[src/rtl/supv_pkg.sv]
package supv_pkg;
  typedef enum logic [1:0] {
    WD_LONG  = 2'b00,
    WD_MID   = 2'b01,
    WD_SHORT = 2'b10,
    WD_OFF   = 2'b11
  } wd_sel_e;

  function automatic int max3(input int a, input int b, input int c);
    int m;
    m = (a > b) ? a : b;
    return (m > c) ? m : c;
  endfunction
endpackage

[src/rtl/supv_sync2.sv]
module supv_sync2 #(
  parameter int WIDTH = 1
) (
  input  logic             clk,
  input  logic             rst,
  input  logic [WIDTH-1:0] d,
  output logic [WIDTH-1:0] q
);
  logic [WIDTH-1:0] meta;

  always_ff @(posedge clk) begin
    if (rst) begin
      meta <= '0;
      q    <= '0;
    end else begin
      meta <= d;
      q    <= meta;
    end
  end
endmodule

[src/rtl/supv_glitch_filter.sv]
module supv_glitch_filter #(
  parameter int GLITCH_CYCLES = 5
) (
  input  logic clk,
  input  logic rst,
  input  logic din,
  output logic dout
);
  localparam int CW = (GLITCH_CYCLES > 1) ? $clog2(GLITCH_CYCLES + 1) : 1;
  localparam logic [CW-1:0] LAST = CW'(GLITCH_CYCLES - 1);

  logic [CW-1:0] run;

  always_ff @(posedge clk) begin
    if (rst) begin
      dout <= 1'b0;
      run  <= '0;
    end else if (din == dout) begin
      run <= '0;
    end else if (run >= LAST) begin
      dout <= din;
      run  <= '0;
    end else begin
      run <= run + 1'b1;
    end
  end
endmodule

[src/rtl/supv_wd_timer.sv]
module supv_wd_timer
  import supv_pkg::*;
#(
  parameter int LONG_TICKS  = 1400,
  parameter int MID_TICKS   = 600,
  parameter int SHORT_TICKS = 200
) (
  input  logic       clk,
  input  logic       rst,
  input  logic       tick,
  input  logic       kick,
  input  logic       hold,
  input  logic [1:0] sel,
  output logic       expire
);
  localparam int MAXT = max3(LONG_TICKS, MID_TICKS, SHORT_TICKS);
  localparam int CW   = $clog2(MAXT + 1);

  logic [CW-1:0] cnt;
  logic [CW-1:0] lim_m1;
  wd_sel_e       mode;
  logic          off;

  assign mode = wd_sel_e'(sel);
  assign off  = (mode == WD_OFF);

  always_comb begin
    case (mode)
      WD_LONG:  lim_m1 = CW'(LONG_TICKS - 1);
      WD_MID:   lim_m1 = CW'(MID_TICKS - 1);
      WD_SHORT: lim_m1 = CW'(SHORT_TICKS - 1);
      default:  lim_m1 = '0;
    endcase
  end

  always_ff @(posedge clk) begin
    if (rst || hold || kick || off) begin
      cnt    <= '0;
      expire <= 1'b0;
    end else if (tick) begin
      if (cnt >= lim_m1) begin
        cnt    <= '0;
        expire <= 1'b1;
      end else begin
        cnt    <= cnt + 1'b1;
        expire <= 1'b0;
      end
    end else begin
      expire <= 1'b0;
    end
  end
endmodule

[src/rtl/supv_rst_timer.sv]
module supv_rst_timer #(
  parameter int PUR_TICKS = 200
) (
  input  logic clk,
  input  logic rst,
  input  logic tick,
  input  logic src_active,
  output logic rst_hi,
  output logic rst_lo_n
);
  localparam int CW = (PUR_TICKS > 1) ? $clog2(PUR_TICKS + 1) : 1;
  localparam logic [CW-1:0] LAST = CW'(PUR_TICKS - 1);

  logic [CW-1:0] cnt;

  always_ff @(posedge clk) begin
    if (rst || src_active) begin
      cnt      <= '0;
      rst_hi   <= 1'b1;
      rst_lo_n <= 1'b0;
    end else if (rst_hi && tick) begin
      if (cnt >= LAST) begin
        cnt      <= '0;
        rst_hi   <= 1'b0;
        rst_lo_n <= 1'b1;
      end else begin
        cnt <= cnt + 1'b1;
      end
    end
  end
endmodule

[src/rtl/cs_wdt_supervisor.sv]
module cs_wdt_supervisor #(
  parameter int GLITCH_CYCLES  = 5,
  parameter int PUR_TICKS      = 200,
  parameter int WD_LONG_TICKS  = 1400,
  parameter int WD_MID_TICKS   = 600,
  parameter int WD_SHORT_TICKS = 200
) (
  input  logic       clk,
  input  logic       rst,
  input  logic       tick,
  input  logic       supply_ok,
  input  logic       ext_req,
  input  logic       cs_n,
  input  logic [1:0] wd_sel,
  output logic       rst_hi,
  output logic       rst_lo_n
);
  localparam int NSYNC = 3;
  localparam int IDX_SUP = 0;
  localparam int IDX_EXT = 1;
  localparam int IDX_CS  = 2;

  logic [NSYNC-1:0] raw_in;
  logic [NSYNC-1:0] synced;
  logic             sup_ok_f;
  logic             ext_req_s;
  logic             cs_prev;
  logic             cs_edge;
  logic             wd_expire;
  logic             src_active;

  assign raw_in = {cs_n, ext_req, supply_ok};

  supv_sync2 #(.WIDTH(NSYNC)) u_sync (
    .clk (clk),
    .rst (rst),
    .d   (raw_in),
    .q   (synced)
  );

  supv_glitch_filter #(.GLITCH_CYCLES(GLITCH_CYCLES)) u_sup_filt (
    .clk  (clk),
    .rst  (rst),
    .din  (synced[IDX_SUP]),
    .dout (sup_ok_f)
  );

  assign ext_req_s = synced[IDX_EXT];

  always_ff @(posedge clk) begin
    if (rst) cs_prev <= 1'b0;
    else     cs_prev <= synced[IDX_CS];
  end

  assign cs_edge = synced[IDX_CS] ^ cs_prev;

  supv_wd_timer #(
    .LONG_TICKS  (WD_LONG_TICKS),
    .MID_TICKS   (WD_MID_TICKS),
    .SHORT_TICKS (WD_SHORT_TICKS)
  ) u_wd (
    .clk    (clk),
    .rst    (rst),
    .tick   (tick),
    .kick   (cs_edge),
    .hold   (rst_hi),
    .sel    (wd_sel),
    .expire (wd_expire)
  );

  assign src_active = !sup_ok_f || ext_req_s || wd_expire;

  supv_rst_timer #(.PUR_TICKS(PUR_TICKS)) u_rst (
    .clk        (clk),
    .rst        (rst),
    .tick       (tick),
    .src_active (src_active),
    .rst_hi     (rst_hi),
    .rst_lo_n   (rst_lo_n)
  );
endmodule

[config.mk]
export PLATFORM = sky130hd
export DESIGN_NAME = cs_wdt_supervisor
export DESIGN_NICKNAME = d
export VERILOG_FILES = /design/src/rtl/supv_pkg.sv /design/src/rtl/supv_sync2.sv /design/src/rtl/supv_glitch_filter.sv /design/src/rtl/supv_wd_timer.sv /design/src/rtl/supv_rst_timer.sv /design/src/rtl/cs_wdt_supervisor.sv
export SDC_FILE = /design/constraint.sdc
export NUM_CORES = 1
export LEC_CHECK = 0
export ABC_AREA = 1
export BUFFER_PORTS_ARGS = -buffer_cell sky130_fd_sc_hd__buf_2
export CORE_MARGIN = 2
export CORE_UTILIZATION = 53
export DETAILED_ROUTE_END_ITERATION = 8
export PLACE_DENSITY_LB_ADDON = 0.15
export SETUP_SLACK_MARGIN = 0.5
export SYNTH_ARGS = -nofsm -noshare
export SYNTH_HDL_FRONTEND = slang
export SYNTH_SLANG_ARGS = --single-unit
[constraint.sdc]
create_clock -name clk -period 1.5 [get_ports clk]
set_clock_uncertainty 0.1 [all_clocks]
set_input_delay 0.075 -clock clk [delete_from_list [all_inputs] [get_ports clk]]
set_output_delay 0.075 -clock clk [all_outputs]
set_load 0.03 [all_outputs]
# Word-level counts from Yosys, hierarchy flattened
# Cells that the tools add are included.
[word_totals] ff_bits=33 input_bits=8 out_inout_bits=2 wordCells=40
[op_classes] add_sub_neg=3 order_cmp=3 eq_ne=4 mux=4 n_bitwise=3 reduce_logical=13
[ops] cell="$pmux 11 s3" count=1
[ops] cell="$add 11x1->11 const B" count=1
[ops] cell="$ge 11x11->1" count=1
[ops] cell="$mux 11" count=1
[ops] cell="$add 8x1->8 const B" count=1
[ops] cell="$ge 8x8->1 const B" count=1
[ops] cell="$mux 8" count=1
[ops] cell="$logic_or 1x1->1" count=6
[ops] cell="$eq 2x2->1 const B" count=2
[ops] cell="$reduce_and 2->1" count=2
[ops] cell="$add 3x1->3 const B" count=1
[ops] cell="$ge 3x3->1 const B" count=1
[ops] cell="$reduce_or 3->1" count=1
[ops] cell="$eq 2x1->1 const B" count=1
[ops] cell="$logic_not 2->1" count=1
[ops] cell="$not 1->1" count=2
[ops] cell="$reduce_or 2->1" count=1
[ops] cell="$eq 1x1->1" count=1
[ops] cell="$logic_and 1x1->1" count=1
[ops] cell="$logic_not 1->1" count=1
[ops] cell="$mux 1" count=1
[ops] cell="$xor 1x1->1" count=1

# Logic depth before layout (Yosys ltp)
# Gate-level depths: netlist of the first run.
[logic_depth] word_depth=4 ltp_mapped=13

# Cells and area by module
# From an unflattened synthesis of the first run, not the netlist that was laid out.
[unflattened] hier_cells=240 area_unflattened_um2=1796.7
[modules_own_cells] module="supv_wd_timer" instances=1 cells_each=119 area_per_inst_um2=889.6 seq_area_each_um2=240.2
[modules_own_cells] module="supv_rst_timer" instances=1 cells_each=71 area_per_inst_um2=513.0 seq_area_each_um2=200.2
[modules_own_cells] module="supv_glitch_filter" instances=1 cells_each=23 area_per_inst_um2=178.9 seq_area_each_um2=80.1
[modules_own_cells] module="supv_sync2" instances=1 cells_each=18 area_per_inst_um2=165.2 seq_area_each_um2=120.1
[modules_own_cells] module="cs_wdt_supervisor" instances=1 cells_each=9 area_per_inst_um2=50.0 seq_area_each_um2=20.0

# Worst setup path after synthesis of the first run
# No wires, ideal clock.
[synth_path] kind="flip-flop to flip-flop" startpoint="reg u_wd.cnt[4]" endpoint="reg u_wd.cnt[4]" setup_ps=117 arrival_time_ps=1346 required_time_ps=1283 slack_ps=-63 path_stages_with_launch=12 path_buffers=1 period_less_slack_ps=1563 cell_sequence="dfxtp_1 ha_1 inv_1 nor2_1 nand2_1 nor2_1 nand2_1 nand2_1 o21bai_2 nand2_1 buf_6 nor2_2"
[synth_via] elab_chain_len=2 elab_cells_between_ends=3
[synth_lines] element="start, declared" line="supv_wd_timer.sv:19" text="logic [CW-1:0] cnt;"
[synth_lines] element="start signal, assigned" line="supv_wd_timer.sv:45" text="cnt <= cnt + 1'b1;"
[synth_lines] element="$add 11x1->11 / $ge 11x11->1 (equally long branches)" line="supv_wd_timer.sv:45, supv_wd_timer.sv:41"
[synth_lines] element="$mux 11 (*)" line="supv_wd_timer.sv:41" text="if (cnt >= lim_m1) begin"
# Mark *: on every way between the ends. The rest lies on a longest branch, timed or not.
# A chain may end at the register's enable or synchronous reset.

# Worst setup path in the final report of the first run
[layout_path] startpoint="reg u_wd.cnt[10]" endpoint="reg u_wd.cnt[4]"
[layout_via] elab_chain_len=2
[layout_lines] element="$ge 11x11->1" line="supv_wd_timer.sv:41"
[layout_lines] element="$mux 11" line="supv_wd_timer.sv:41"
# No other way between the ends.

==> results_dict.tcl, run 1 <==
set metrics [dict create \
    status "complete, but fails checks" \
    violations "negative setup slack" \
    drv_slew 0 \
    slowest_stage "dfxtp_4" \
    period_needed_ns 1.63 \
    syn_to_final_growth_pct 47.9 \
    final.setup.worst_slack_ns -0.128 \
    r2r-end "u_wd.cnt[4]" \
    crit_required_ns 1.63 \
    setup_viol 12 \
    synth_commonest_cells "nand2_1 (41), dfxtp_1 (33), inv_1 (26), nor2_1 (23), nor2_2 (16)" \
    syn-mean-instance-area_sq_um 7.98 \
    grt_first_pass_wirelength_mm 5.89 \
    final_antenna_net_count 0 \
    totalWireLength_mm 3.73 \
    seq_area_frac_synth_pct 39.2 \
    stdcell_area_sq_um 2490 \
    vias_per_cell 4.70 \
    worstSetupStartpointType "register" \
    startpoint "u_wd.cnt[10]" \
    critPathKind "reg -> reg" \
    drcViolationCount 0 \
    ff2ff_path_depth 9 \
    place_congestion 0.789 \
    numPortBuffers 9 \
    coreArea_sq_um 3030 \
    path_buf_inv 1 \
    ys_warn_count 0 \
    syn-num-nets 233 \
    max_freq_mhz 614 \
    die_h_um 60.4 \
    clockBufferDepth 2 \
    synth_edf_count 0 \
    maxCapViolations 0 \
    fin_util_pct 82.3 \
    first_pass_iters 4 \
    finalNetCount 277 \
    rsz0062_at_grt "true" \
    pwr_density_cell_nw_per_um2 601 \
    clk_latency_ns 0.34 \
    clkTransAtPathRegs_ns 0.10 \
    drive_above_1_share_pct 53.9 \
    grt_max_degree 12 \
    critical-path-max-stage-delay_ns 0.37 \
    num_rows 20 \
    synth-seq-cells 33 \
    worstPathCellList "ha_4 -> nand2_4 -> nor2_2 -> nand3b_1 -> nand2_1 -> o21bai_2 -> nand2_2 -> buf_8 -> nor2_4" \
    hold_viol 0 \
    path_max_fanout 7 \
    worstMarginPinSlew_ns 0.517 \
    yosysTopAreaCell "dfxtp_1" \
    fin_total_pwr_w 0.00150 \
    diodes 0 \
    num_vias 1409 \
    fp.dieW_um 60.4 \
    yosys-top-cells-area "dfxtp_1 (39%), ha_1 (10%), nand2_1 (9.1%)" \
    io_pins 10 \
    start_util_pct 55.6 \
    cp_num_cells 9 \
    antenna_found_initial 0 \
    grtUsageTotal_pct 22.8 \
    place_area_sq_um 2010 \
    vdd_ir_drop_max_mv 0.403 \
    die_area_sq_um 3640 \
    cts_tree "done" \
    setup-tns-final_ns -1.34 \
    yosysTopAreaCellShare_pct 39.2 \
    relSlewSlack_pct 65.2 \
    synthArstFlopShare_pct 0 \
    yosysMostFrequentCell "nand2_1" \
    synthesis.instances 211 \
    r2r_slack_ns -0.13 \
    wl_per_cell_um 12.4 \
    worstHoldPathType "in -> reg" \
    path_delay_family "simple AND/OR/NAND/NOR gates" \
    hpwl_mm 2.49 \
    min_period_over_period_pct 109 \
    cts_buffers 5 \
    timing.rr.start "u_wd.cnt[10]" \
    crit_arrival_ns 1.76 \
    htreeDepth 2 \
    cts.sinks 33 \
    grt-ovfl-total 0 \
    cts_root_buf "clkbuf_4" \
    endpoint_kind "register" \
    synth_cell_type_count 32 \
    cellLeakagePower_nw 1.03 \
    ys.flop_type "dfxtp_1" \
    netlist_area_sq_um 1680 \
    crit_path_end "u_wd.cnt[4]" \
    grt_pass1_vias 1404 \
    first_iter_violations 47 \
]
==> cell usage in the layout, fill, tap and decap left out, types with 2 or more instances in the layout <==
cell type and instances:
a21oi_1 3, a21oi_2 3, buf_2 7, buf_4 19, buf_6 7, clkbuf_4 5, clkinv_2 2, dfxtp_1 17
dfxtp_2 11, dfxtp_4 5, dlygate4sd3_1 5, ha_1 3, ha_4 11, inv_1 18, inv_2 12, nand2_1 29
nand2_2 10, nand2_4 4, nand2_8 2, nand3_1 4, nand3_2 3, nand3b_1 2, nor2_1 19, nor2_2 13
nor2_4 9, nor3b_2 3, xnor2_1 3, xor2_1 8
==> how the worst min path moves through the flow <==
stage                     startpoint              to  slack, ns  cells past startpoint
after global routing             rst     u_wd.expire       0.01                      3
after global placement     supply_ok  u_sync.meta[0]       0.18                      3
after detailed placement     ext_req  u_sync.meta[1]       0.19                      3
after CTS                        rst     u_wd.expire      -0.02                      3
after floorplan            supply_ok  u_sync.meta[0]       0.08                      2
final                            rst     u_wd.expire      0.003                      3
==> cells by family after synthesis <==
kind of cell	Yosys count	synth area share [%]
adder cells (fa/ha/maj)	14	10.4
multiplexers	1	0.594
AND/OR/NAND/NOR	104	30.5
flip-flops	33	39.2
buffers and inverters	35	8.39
XOR/XNOR	13	6.76
AO/OA/AOI/OAI	11	4.09
==> through the flow <==
step,std cells,setup slack [ns],hold WS [ns]
6_report,300,-0.128,0.00279
5_1_grt,300,-0.195,0.0115
3_5_place_dp,277,-0.268,0.187
2_1_floorplan,211,-0.00526,0.0820
4_1_cts,299,-0.107,-0.0179
3_3_place_gp,277,-0.194,0.176
==> per-layer routing <==
layer / share of wire [%] / track usage, %
met1: 38 / 22.9
met2: 58 / 43.8
met3: 3.5 / 6.61
met4: 1.3 / 8.57
met5: 0 / 0
==> worst reg2reg max path, stage by stage (launching register included) <==
cell and delay [ns]:
dfxtp_4 0.37, ha_4 0.28, nand2_4 0.06, nor2_2 0.16
nand3b_1 0.10, nand2_1 0.08, o21bai_2 0.09, nand2_2 0.10
buf_8 0.16, nor2_4 0.04
==> report_power, final <==
| group | switching [W] | total (W) | internal [W] | leakage (nW) |
|---|---|---|---|---|
| sequential | 0.00000461 | 0.000880 | 0.000875 | 0.276 |
| combinational | 0.0000709 | 0.000127 | 0.0000561 | 0.727 |
| clock | 0.000313 | 0.000490 | 0.000176 | 0.0310 |
| total | 0.000389 | 0.00150 | 0.00111 | 1.03 |
==> layout make-up <==
cell class,instances,area [sq um]
flip-flops and latches,33,693
inverters,32,135
well taps,44,55.1
multi-input cells,143,1210
fillers,196,537
repair buffers,40,342
clock inverters,3,17.5
clock buffers,5,37.5
==> state kept, by name, summed over array words and instances, names as in the netlist <==
| signal | flops |
|---|---|
| u_rst.rst_hi | 1 |
| u_sync.meta | 3 |
| u_wd.expire | 1 |
| u_rst.rst_lo_n | 1 |
| u_sup_filt.dout | 1 |
| u_sync.q | 3 |
| u_rst.cnt | 8 |
| u_wd.cnt | 11 |
| u_sup_filt.run | 3 |
| cs_prev | 1 |
==> what timing repair did <==
item                                   4_1_cts  5_1_grt
pin swaps                                   20       19
hold buffers                                 5        0
endpoints found under the hold margin        7        0
setup endpoints to repair                   25       25
resized for setup                           37       34
buffers inserted                             9        1
(Power assumes the default switching activity.)
==> run 2, diff against run 1 <==
--- a/config.mk
+++ b/config.mk
@@ -7,7 +7,6 @@
 export LEC_CHECK = 0
 export ABC_AREA = 1
 export BUFFER_PORTS_ARGS = -buffer_cell sky130_fd_sc_hd__buf_2
-export CORE_MARGIN = 2
 export CORE_UTILIZATION = 53
 export DETAILED_ROUTE_END_ITERATION = 8
 export PLACE_DENSITY_LB_ADDON = 0.15
==> run 2 against run 1 <==
- the flow finishes with violations (negative hold slack, negative setup slack)
- critical path type unchanged
- clock power increased by 0.8%
- sequential share of layout area increased by 0.44 points
- via count increased by 3.1%
- sequential cell count unchanged
- highest routed layer unchanged
- cell area decreased by 1.6%
==> results_dict.tcl, run 2 (synthesis results as in run 1) <==
set metrics [dict create \
    crit_arrival_ns 1.82 \
    ff2ff_path_depth 9 \
    final_cell_mix "nand2_1 (28), buf_4 (25), inv_1 (20)" \
    grt-ovfl-total 0 \
    cts.sinks 33 \
    coreArea_sq_um 3030 \
    violations "negative hold slack, negative setup slack" \
    worstHoldPathType "in -> reg" \
    first_iter_violations 47 \
    maxCapViolations 0 \
    numPortBuffers 9 \
    rsz0062_at_grt "true" \
    start_util_pct 55.6 \
    top_layer "met4" \
    die_area_sq_um 3410 \
    relSlewSlack_pct 66.5 \
    whs_path_depth 3 \
    drive_above_1_share_pct 54.8 \
    final_common_cell "nand2_1" \
    wl_per_cell_um 13.5 \
    clk_latency_ns 0.34 \
    critPathKind "reg -> reg" \
    htreeDepth 2 \
    grtUsageTotal_pct 25.2 \
    reg_top3 "u_wd.cnt x11, u_rst.cnt x8" \
    pwr_density_cell_nw_per_um2 613 \
    worstMarginPinSlew_ns 0.498 \
    drcViolationCount 0 \
    first_pass_iters 4 \
    multi_input_area_sq_um 1180 \
    register_area_sq_um 693 \
    die_h_um 58.4 \
    grt_pass1_vias 1514 \
    cts_root_buf "clkbuf_4" \
    hold_viol 1 \
    cellLeakagePower_nw 1.03 \
    grt_first_pass_wirelength_mm 6.29 \
    num_vias 1452 \
    final.setup.worst_slack_ns -0.143 \
    wl_met3_um 86 \
    place_area_sq_um 2010 \
    stdcell_area_sq_um 2450 \
    largest_reg_flops 11 \
    regMostFlops "u_wd.cnt" \
    wl_met1_mm 1.57 \
    vdd_ir_drop_max_mv 0.553 \
    finalNetCount 280 \
    io_pins 10 \
    final_antenna_net_count 0 \
    grt_max_degree 12 \
    whs_ns -0.00666 \
    fillers 199 \
    syn_to_final_growth_pct 45.6 \
    period_needed_ns 1.64 \
    max_freq_mhz 609 \
    drv_slew 0 \
    endpoint_kind "register" \
    status "complete, but fails checks" \
    antenna_found_initial 0 \
    clockBufferDepth 2 \
    place_congestion 0.876 \
    fin_util_pct 81.0 \
    setup_viol 12 \
    cts_tree "done" \
    min_period_over_period_pct 110 \
    crit_required_ns 1.68 \
    vias_per_cell 4.79 \
    cts_buffers 5 \
    clkTransAtPathRegs_ns 0.11 \
    num_rows 20 \
    path_max_fanout 4 \
    totalWireLength_mm 4.09 \
    met2_length_mm 2.28 \
    fp.dieW_um 58.4 \
    hpwl_mm 2.63 \
    worstSetupStartpointType "register" \
    diodes 0 \
]
run 2: final cells by class:
| class | instances | area share [%] |
|---|---|---|
| flip-flops and latches | 33 | 28.3 |
| clock inverters | 3 | 0.714 |
| clock buffers | 5 | 1.53 |
| repair buffers | 43 | 13.9 |
| well taps | 44 | 2.24 |
| inverters | 32 | 5.10 |
| multi-input cells | 143 | 48.3 |
run 2: per-layer routing:
layer / track usage [%] / vias to the layer above
met5: 0 / -
met2: 47.0 / 24
met3: 5.27 / 16
met1: 24.7 / 670
li1: - / 742
met4: 17.3 / 0
run 2: repair_timing:
action	4_1_cts	5_1_grt
endpoints found under the hold margin	7	0
gates resized for setup	41	21
buffers inserted	7	6
pin swaps	14	14
setup endpoints to repair	25	25
hold buffers	5	0
cloned	0	0
run 2: power by group:
part | internal, W | switching (W) | total [W] | leakage [nW]
logic | 0.0000589 | 0.0000695 | 0.000128 | 0.721
registers | 0.000876 | 0.00000455 | 0.000880 | 0.276
clock network | 0.000177 | 0.000317 | 0.000494 | 0.0310
total | 0.00111 | 0.000391 | 0.00150 | 1.03
run 2: path summary, 6_finish.rpt:
| check | start | to | slack [ns] |
|---|---|---|---|
| hold reg to reg | u_sync.meta[1] | u_sync.q[1] | 0.32 |
| hold / removal | rst | u_wd.expire | -0.007 |
| setup / recovery | u_wd.cnt[10] | u_wd.cnt[8] | -0.14 |
| setup reg to reg | u_wd.cnt[10] | u_wd.cnt[8] | -0.14 |
run 2: critical path, cell delays in order, from the launching register on:
cell	delay [ns]
dfxtp_4	0.37
ha_4	0.22
nand2_4	0.07
inv_2	0.06
a21oi_2	0.17
nand2_1	0.08
o21bai_2	0.17
nand2_2	0.09
buf_6	0.16
nor2_4	0.09
run 2: through the flow:
stage / TNS (ns) / power, W / worst slack (ns) / cells / hold WS [ns]
global route: -2.62 / 0.00156 / -0.244 / 303 / 0.00353
CTS: -0.542 / 0.00150 / -0.0609 / 297 / -0.00825
global placement: -2.04 / 0.000987 / -0.194 / 277 / 0.177
floorplan: -0.0379 / 0.000965 / -0.00526 / 211 / 0.0820
detailed placement: -2.84 / 0.000993 / -0.264 / 277 / 0.189
finish: -1.49 / 0.00150 / -0.143 / 303 / -0.00666
==> run 3, diff against run 2 <==
--- a/config.mk
+++ b/config.mk
@@ -7,7 +7,9 @@
 export LEC_CHECK = 0
 export ABC_AREA = 1
 export BUFFER_PORTS_ARGS = -buffer_cell sky130_fd_sc_hd__buf_2
-export CORE_UTILIZATION = 53
+export CELL_PAD_IN_SITES_DETAIL_PLACEMENT = 1
+export CELL_PAD_IN_SITES_GLOBAL_PLACEMENT = 2
+export CORE_UTILIZATION = 32
 export DETAILED_ROUTE_END_ITERATION = 8
 export PLACE_DENSITY_LB_ADDON = 0.15
 export SETUP_SLACK_MARGIN = 0.5
==> run 3 against run 2 <==
- cell area increased by 6.1%
- non-clock buffer count shrank 1
- first-iteration DRC count is 28% lower
- critical path depth up 2
- fmax down 1.1%
- critical endpoint is now u_wd.cnt[7]
- sequential power about the same
- global-route usage decreased by 8.1 points
- the run ends with negative setup slack left
- highest routed layer unchanged
- die area is 63% higher
- largest power group unchanged
- hold slack improved by 0.030 ns
- power is 15% higher
- final cell count is 8.3% higher
- combinational power hardly changed
==> results_dict.tcl, run 3 (synthesis results as in run 1) <==
set metrics [dict create \
    largest_reg_flops 11 \
    cts_buffers 5 \
    endpoint_kind "register" \
    regMostFlops "u_wd.cnt" \
    hp-start "rst" \
    first_pass_iters 4 \
    coreArea_sq_um 5070 \
    htreeDepth 2 \
    fillers 614 \
    status "complete, but fails checks" \
    final_antenna_net_count 0 \
    p_int_w 0.00131 \
    num_rows 26 \
    layout.cells.non_filler 328 \
    grt_first_pass_wirelength_mm 6.94 \
    grt_pass1_vias 1538 \
    r2r-end "u_wd.cnt[7]" \
    maxCapViolations 0 \
    cts_tree "done" \
    p_switching_w 0.000412 \
    die_area_sq_um 5560 \
    pwr-share-comb_pct 7.6 \
    drive_above_1_share_pct 52.3 \
    antenna_found_initial 0 \
    place_area_sq_um 2060 \
    drcViolationCount 0 \
    switching_share_pct 23.9 \
    drv_slew 0 \
    clockPowerShare_pct 41.2 \
    syn_to_final_growth_pct 54.5 \
    pwr_density_cell_nw_per_um2 662 \
    seqPwrFrac_pct 51.2 \
    grtUsageTotal_pct 17.1 \
    clockBufferDepth 2 \
    worstMarginPinSlew_ns 0.350 \
    vdd_ir_drop_max_mv 0.381 \
    stdcell_area_sq_um 2600 \
    final_cell_mix "nand2_1 (32), inv_1 (22), buf_4 (20)" \
    start_util_pct 33.2 \
    io_pins 10 \
    cts_root_buf "clkbuf_8" \
    numPortBuffers 9 \
    finalNetCount 279 \
    first_iter_violations 34 \
    relSlewSlack_pct 76.4 \
    final.setup.worst_slack_ns -0.161 \
    clk_latency_ns 0.29 \
    fin_total_pwr_w 0.00172 \
    fp.dieW_um 74.5 \
    diodes 0 \
    hpwl_mm 3.11 \
    crit_arrival_ns 1.74 \
    grt_max_degree 12 \
    setup_viol 11 \
    place_congestion 0.812 \
    vias_per_cell 4.40 \
    wl_per_cell_um 13.0 \
    crit_path_end "u_wd.cnt[7]" \
    worstHoldPathType "in -> reg" \
    clkTransAtPathRegs_ns 0.08 \
    min_period_over_period_pct 111 \
    cellLeakagePower_nw 1.07 \
    violations "negative setup slack" \
    totalWireLength_mm 4.25 \
    die_h_um 74.5 \
    reg_top3 "u_wd.cnt x11, u_rst.cnt x8" \
    r2r_slack_ns -0.16 \
    path_max_fanout 5 \
    rsz0062_at_grt "true" \
    max_freq_mhz 602 \
    ff2ff_path_depth 11 \
    final_common_cell "nand2_1" \
    worstSetupStartpointType "register" \
    critPathKind "reg -> reg" \
    period_needed_ns 1.66 \
    crit_required_ns 1.57 \
    startpoint "u_wd.cnt[5]" \
    cts.sinks 33 \
    dp_cells 303 \
    num_vias 1443 \
    hold_viol 0 \
    timing.rr.start "u_wd.cnt[5]" \
    grt-ovfl-total 0 \
]
## run 3: how the worst min path moves through the flow
stage	end	slack (ns)	cells past startpoint
floorplan	u_sync.meta[0]	0.08	2
global placement	u_sync.meta[0]	0.17	3
detailed placement	u_sync.meta[1]	0.18	3
CTS	u_sup_filt.dout	0.02	4
global route	u_wd.expire	0.06	3
finish	u_sup_filt.dout	0.02	4
## run 3: critical path, stage by stage (launching register included)
cell and delay (ns):
dfxtp_4 0.36, ha_4 0.28, nand2_4 0.05, inv_2 0.05, nand2_2 0.05, nor2_2 0.11
nand2_1 0.07, nand2_1 0.08, o21bai_2 0.07, nand2_2 0.12, clkbuf_16 0.17, nor2_4 0.03
## run 3: area by class of cell
| class | count | area, sq um | share of cell area (%) |
|---|---|---|---|
| clock buffers | 7 | 86.3 | 3.32 |
| clock inverters | 1 | 7.51 | 0.288 |
| inverters | 32 | 125 | 4.81 |
| multi-input cells | 143 | 1220 | 47.0 |
| flip-flops and latches | 33 | 693 | 26.6 |
| well taps | 70 | 87.6 | 3.37 |
| repair buffers | 42 | 380 | 14.6 |
## run 3: timing repair
item	4_1_cts	5_1_grt
setup buffers	6	6
pin swaps	19	17
hold endpoints to repair	7	0
resized for setup	38	29
endpoints found under the setup margin	25	27
gates cloned	1	0
hold buffers	4	0
## run 3: through the flow
step / setup slack (ns) / hold slack [ns] / setup TNS (ns) / utilization [%]
floorplan: -0.00526 / 0.0820 / -0.0379 / -
global placement: -0.202 / 0.173 / -2.09 / 40.6
detailed placement: -0.332 / 0.184 / -3.54 / 40.6
CTS: -0.164 / 0.0184 / -1.65 / 48.0
global route: -0.238 / 0.0587 / -2.52 / 51.3
finish: -0.161 / 0.0233 / -1.61 / 51.3
## run 3: power by group through the flow
stage / sequential [W] / clock, W / combinational, W
global placement: 0.000906 / 0 / 0.0000863
finish: 0.000882 / 0.000710 / 0.000131
floorplan: 0.000906 / 0 / 0.0000587
detailed placement: 0.000907 / 0 / 0.0000937
global route: 0.000882 / 0.000777 / 0.000146
CTS: 0.000883 / 0.000747 / 0.000126
## run 3: metal layers
metal | GRT usage (%) | up-vias | wire (um)
li1 | - | 738 | -
met1 | 20.1 | 683 | 1800
met2 | 31.0 | 15 | 2310
met3 | 3.66 | 7 | 87
met4 | 5.03 | 0 | 47
met5 | 0 | - | 0
